--- src/rtl/irq_router_pkg.sv ---
package irq_router_pkg;
   localparam int FIELD_W    = 4;
   localparam int ROUTE_W    = 3;
   localparam int EN_BIT     = 3;
   localparam int N_LINES    = 1 << ROUTE_W;
   localparam int A_CTRL0    = 'h00;
   localparam int A_STATUS   = 'h10;
   localparam int A_CLEAR    = 'h14;
   localparam logic [N_LINES-1:0] LEGAL_ROUTES = 8'b0101_1111;
endpackage

--- src/rtl/irq_ctrl_regs.sv ---
module irq_ctrl_regs
   import irq_router_pkg::*;
#(
   parameter int N_SRC  = 32,
   parameter int DATA_W = 32,
   parameter int ADDR_W = 8
) (
   input  logic                       clk,
   input  logic                       rst_n,
   input  logic                       wr,
   input  logic [ADDR_W-1:0]          addr,
   input  logic [DATA_W-1:0]          wdata,
   output logic [N_SRC*FIELD_W-1:0]   ctrl_flat
);
   localparam int N_WORDS = N_SRC * FIELD_W / DATA_W;

   for (genvar w = 0; w < N_WORDS; w++) begin : g_word
      logic [DATA_W-1:0] word_q;
      always_ff @(posedge clk or negedge rst_n) begin
         if (!rst_n)
            word_q <= '0;
         else if (wr && addr == ADDR_W'(A_CTRL0 + 4 * w))
            word_q <= wdata;
      end
      assign ctrl_flat[w*DATA_W +: DATA_W] = word_q;
   end
endmodule

--- src/rtl/irq_pend_bank.sv ---
module irq_pend_bank #(
   parameter int N_SRC = 32
) (
   input  logic             clk,
   input  logic             rst_n,
   input  logic [N_SRC-1:0] src,
   input  logic             clr_we,
   input  logic [N_SRC-1:0] clr_mask,
   output logic [N_SRC-1:0] pend
);
   logic [N_SRC-1:0] kill;

   assign kill = clr_we ? clr_mask : '0;

   always_ff @(posedge clk or negedge rst_n) begin
      if (!rst_n)
         pend <= '0;
      else
         pend <= (pend & ~kill) | src;
   end
endmodule

--- src/rtl/irq_route_or.sv ---
module irq_route_or
   import irq_router_pkg::*;
#(
   parameter int N_SRC = 32
) (
   input  logic [N_SRC-1:0]          pend,
   input  logic [N_SRC*FIELD_W-1:0]  ctrl_flat,
   output logic [N_LINES-1:0]        line
);
   logic [N_SRC-1:0] live;

   always_comb begin
      for (int s = 0; s < N_SRC; s++)
         live[s] = pend[s] & ctrl_flat[s*FIELD_W + EN_BIT];
   end

   for (genvar k = 0; k < N_LINES; k++) begin : g_line
      if (LEGAL_ROUTES[k]) begin : g_used
         logic hit;
         always_comb begin
            hit = 1'b0;
            for (int s = 0; s < N_SRC; s++)
               if (live[s] && ctrl_flat[s*FIELD_W +: ROUTE_W] == ROUTE_W'(k))
                  hit = 1'b1;
         end
         assign line[k] = hit;
      end else begin : g_dead
         assign line[k] = 1'b0;
      end
   end
endmodule

--- src/rtl/irq_router_top.sv ---
module irq_router_top
   import irq_router_pkg::*;
#(
   parameter int N_SRC  = 32,
   parameter int DATA_W = 32,
   parameter int ADDR_W = 8
) (
   input  logic               clk,
   input  logic               rst_n,
   input  logic [N_SRC-1:0]   src_in,
   input  logic               bus_wr,
   input  logic [ADDR_W-1:0]  bus_addr,
   input  logic [DATA_W-1:0]  bus_wdata,
   output logic [DATA_W-1:0]  bus_rdata,
   output logic [N_LINES-1:0] irq_line
);
   localparam int N_WORDS = N_SRC * FIELD_W / DATA_W;

   if ((N_SRC * FIELD_W) % DATA_W != 0) begin : g_bad_pack
      $error("source fields must fill whole control words");
   end
   if (N_SRC > DATA_W) begin : g_bad_width
      $error("status word cannot hold all sources");
   end

   logic [N_SRC*FIELD_W-1:0] ctrl_w;
   logic [N_SRC-1:0]         pend_w;
   logic                     clr_hit;

   assign clr_hit = bus_wr && bus_addr == ADDR_W'(A_CLEAR);

   irq_ctrl_regs #(.N_SRC(N_SRC), .DATA_W(DATA_W), .ADDR_W(ADDR_W)) regs_i (
      .clk(clk), .rst_n(rst_n), .wr(bus_wr), .addr(bus_addr),
      .wdata(bus_wdata), .ctrl_flat(ctrl_w)
   );

   irq_pend_bank #(.N_SRC(N_SRC)) pend_i (
      .clk(clk), .rst_n(rst_n), .src(src_in), .clr_we(clr_hit),
      .clr_mask(bus_wdata[N_SRC-1:0]), .pend(pend_w)
   );

   irq_route_or #(.N_SRC(N_SRC)) route_i (
      .pend(pend_w), .ctrl_flat(ctrl_w), .line(irq_line)
   );

   always_comb begin
      bus_rdata = '0;
      for (int w = 0; w < N_WORDS; w++)
         if (bus_addr == ADDR_W'(A_CTRL0 + 4 * w))
            bus_rdata = ctrl_w[w*DATA_W +: DATA_W];
      if (bus_addr == ADDR_W'(A_STATUS))
         bus_rdata = DATA_W'(pend_w);
   end
endmodule

--- config.mk ---
export PLATFORM = sky130hd
export DESIGN_NAME = irq_router_top
export DESIGN_NICKNAME = d
export VERILOG_FILES = /design/src/rtl/irq_router_pkg.sv /design/src/rtl/irq_ctrl_regs.sv /design/src/rtl/irq_pend_bank.sv /design/src/rtl/irq_route_or.sv /design/src/rtl/irq_router_top.sv
export SDC_FILE = /design/constraint.sdc
export NUM_CORES = 1
export LEC_CHECK = 0
export ABC_AREA = 1
export CORE_MARGIN = 8
export CORE_UTILIZATION = 50
export CTS_CLUSTER_DIAMETER = 150
export DETAILED_ROUTE_END_ITERATION = 10
export DONT_BUFFER_PORTS = 1
export PLACE_DENSITY = 0.68
export SETUP_SLACK_MARGIN = 0.4
export SKIP_CTS_REPAIR_TIMING = 1
export SLEW_MARGIN = 15
export SYNTH_ARGS = -nofsm -noshare
export SYNTH_HDL_FRONTEND = slang
export SYNTH_SLANG_ARGS = --single-unit
--- constraint.sdc ---
create_clock -name clk -period 1.2 [get_ports clk]
set_input_delay 0.12 -clock clk [delete_from_list [all_inputs] [get_ports clk]]
set_output_delay 0.12 -clock clk [all_outputs]
set_load 0.005 [all_outputs]
==> results.sh <==
export IMPL_maxSlewViolCount=0
export IMPL_rsz0062_at_grt="yes"
export IMPL_layout_setup_ws_ns=-0.587
export IMPL_grt_pass1_wl_um=55200
export IMPL_worstPathArrival_ns=1.67
export IMPL_crit_family="simple AND/OR/NAND/NOR gates"
export IMPL_outcome="finished, violations left"
export IMPL_ios=115
export IMPL_critical_path_depth=8
export IMPL_grt_ovfl_total=0
export IMPL_ctsHtreeMaxLevel=4
export IMPL_p_per_area_nw_per_um2=955
export IMPL_numPortBuffers=0
export IMPL_grt_max_degree=161
export IMPL_fp_dieW_um=156
export IMPL_place_congestion=1.04
export IMPL_period_share=1.49
export IMPL_cts_tree="done"
export IMPL_r2r_end="regs_i.g_word[1].word_q[9]$_DFFE_PN0P_"
export IMPL_dp_hpwl_um=28300
export IMPL_ys_ff_latch=160
export IMPL_hold_viol_final=160
export IMPL_ant_nets=0
export IMPL_wl_um=39800
export IMPL_synth_ff_type="dfrtp_1"
export IMPL_cts_clk_slew_worst_paths_ns=0.07
export IMPL_maxClockFrequency_mhz=559
export IMPL_vias=11100
export IMPL_cts_root_buf="clkbuf_16"
export IMPL_antenna_found_initial=1
export IMPL_violations="hold timing, setup timing"
export IMPL_peakVddDrop_v=0.000996
export IMPL_rows=51
export IMPL_worst_r2r_startpoint="regs_i.g_word[1].word_q[9]$_DFFE_PN0P_"
export IMPL_routedWlPerCell_um=19.3
export IMPL_ys_warnings_count=0
export IMPL_setup_viol=38
export IMPL_syn_area_um2=9860
export IMPL_cts_max_path_buffers=2
export IMPL_core_region_area_um2=19400
export IMPL_slowest_stage="dfrtp_1"
export IMPL_synth_edf_count=0
export IMPL_fillCellCount=1562
export IMPL_nNetsFinal=1858
export IMPL_cp_endpoint="irq_line[3]"
export IMPL_worstPathCellList="nand2_1, nor2_1, nand3_1, nand2_1, nor2_1, nand2_1, nor2_1, nand2_2"
export IMPL_stdcell_area_um2=14000
export IMPL_whs_ns=-0.626
export IMPL_drc=0
export IMPL_crit_start="regs_i.g_word[2].word_q[19]$_DFFE_PN0P_"
export IMPL_leakage_nw=7.36
export IMPL_cp_start_kind="flop"
export IMPL_first_global_vias=9849
export IMPL_r2r_cells=5
export IMPL_regToRegSetupSlack_ns=0.21
export IMPL_clk_latency_ns=0.43
export IMPL_maxCapViolCount=0
export IMPL_criticalPathCategory="reg -> out"
export IMPL_crit_buf_inv=0
export IMPL_power_total_w=0.0134
export IMPL_routedLengthMet1_um=16100
export IMPL_avgViaCountPerCell=5.39
export IMPL_syn_avg_cell_area_um2=6.27
export IMPL_topRoutingLayerUsed="met5"
export IMPL_hold_path_class="in -> async"
export IMPL_max_stage_delay_ns=0.37
export IMPL_skew_ns=0
export IMPL_clock_sinks=160
export IMPL_drtPass1Iterations=6
export IMPL_syn_to_final_growth_pct=42.0
export IMPL_critPathRequiredTime_ns=1.08
export IMPL_async_reset_ff_frac=1.00
export IMPL_endpoint_kind="output port"
export IMPL_die_area_um2=24500
export IMPL_drt_initial_drc_count=1202
export IMPL_track_usage=0.300
export IMPL_dr_wl_met2_um=18300
export IMPL_post_route_cells_drive_above_1_share=0.298
export IMPL_syn_inst=1572
export IMPL_initial_core_util=0.508
export IMPL_num_antenna_cells=0
export IMPL_period_minus_slack_ns=1.79
export IMPL_synth_distinct_cells=20
export IMPL_wl_met3_um=3770
export IMPL_seq_area_frac_synth=0.406
export IMPL_cp_max_fo=4
export IMPL_placed_area_um2=11500
export IMPL_cts_buffers_inserted=17
export IMPL_die_y_um=156
## layer usage
layer | vias up | GRT usage
met5 | - | 0
met4 | 2 | 0.133
met3 | 85 | 0.0576
met2 | 537 | 0.475
met1 | 5174 | 0.394
li1 | 5309 | -
## stage by stage
stage / setup WS, ns / cells / setup TNS [ns] / utilization
after floorplan: 0.0342 / 1573 / 0 / -
after global placement: -0.181 / 1945 / -3.97 / 0.593
after detailed placement: -0.183 / 1945 / -5.22 / 0.593
after CTS: -0.661 / 1976 / -12.66 / 0.621
after global routing: -0.645 / 2060 / -14.05 / 0.722
final: -0.587 / 2060 / -11.77 / 0.722
## layout make-up
cell class | instances | area, µm² | area share
tap | 265 | 332 | 0.0237
multi-input combinational | 1176 | 5770 | 0.412
sequential | 160 | 4080 | 0.291
timing repair buffer | 247 | 2580 | 0.184
clock buffer | 18 | 429 | 0.0306
clock inverter | 13 | 130 | 0.00929
inverter | 181 | 686 | 0.0490
## synth_stat cells (2+ instances only)
master,instances,area share
nor2_2,2,0.0013
dfrtp_1,160,0.41
buf_4,8,0.0061
inv_2,2,0.00076
inv_1,179,0.068
clkbuf_1,30,0.011
nand3_2,3,0.0030
o21ai_1,42,0.021
nand2_2,2,0.0013
nand3_1,200,0.10
buf_1,2,0.00076
buf_2,16,0.0081
nand3b_1,8,0.0061
nand2_1,577,0.22
o21ai_0,86,0.044
nor2_1,250,0.095
nor2_4,2,0.0023
## layout by cell type, fill, tap and decap left out, drive strengths merged
| master | instances |
|---|---|
| nand2 | 579 |
| nor2 | 254 |
| nand3 | 203 |
| inv | 185 |
| buf | 178 |
| dfrtp | 160 |
| o21ai | 128 |
| dlygate4sd3 | 64 |
| clkbuf | 23 |
| nand3b | 8 |
| clkinvlp | 4 |
| clkinv | 4 |
| conb | 2 |
| nor3 | 1 |
| nor4 | 1 |
| bufinv | 1 |
## cell families (layout without fill, tap and decap cells)
logic type             after synthesis  count (layout)  share of synthesized area
DFF                                160             160                      0.406
and+or+nand+nor                   1046            1046                      0.433
buffers and inverters              237             459                     0.0953
other                                1               2                   0.000380
AOI/OAI and AO/OA                  128             128                     0.0650
## registers in the layout (all words and copies together), names as in the netlist
name / cells
pend_i.pend: 32
regs_i.g_word.word_q: 128
## worst min path at each step
| stage | to | startpoint | slack, ns | cells past startpoint |
|---|---|---|---|---|
| finish | regs_i.g_word[1].word_q[7]$_DFFE_PN0P_ | rst_n | -0.63 | 0 |
| global route | regs_i.g_word[1].word_q[7]$_DFFE_PN0P_ | rst_n | -0.64 | 0 |
| CTS | regs_i.g_word[3].word_q[8]$_DFFE_PN0P_ | rst_n | -0.64 | 0 |
| detailed placement | pend_i.pend[3]$_DFF_PN0_ | rst_n | -0.17 | 0 |
| global placement | regs_i.g_word[1].word_q[7]$_DFFE_PN0P_ | rst_n | -0.17 | 0 |
| floorplan | pend_i.pend[0]$_DFF_PN0_ | rst_n | -0.18 | 0 |
## power by group
| part | switching, W | internal [W] |
|---|---|---|
| Clock | 0.00250 | 0.00289 |
| Sequential | 0.000366 | 0.00565 |
| Combinational | 0.00109 | 0.000888 |
## worst register-to-register path: cells and delay by family, from the launching register on
kind	cells	cell delay, ns
AO/OA/AOI/OAI	1	0.05
AND/OR/NAND/NOR	1	0.05
flip-flops	1	0.42
buffers and inverters	3	0.36
Note: power is estimated with default switching activity, not from simulation.
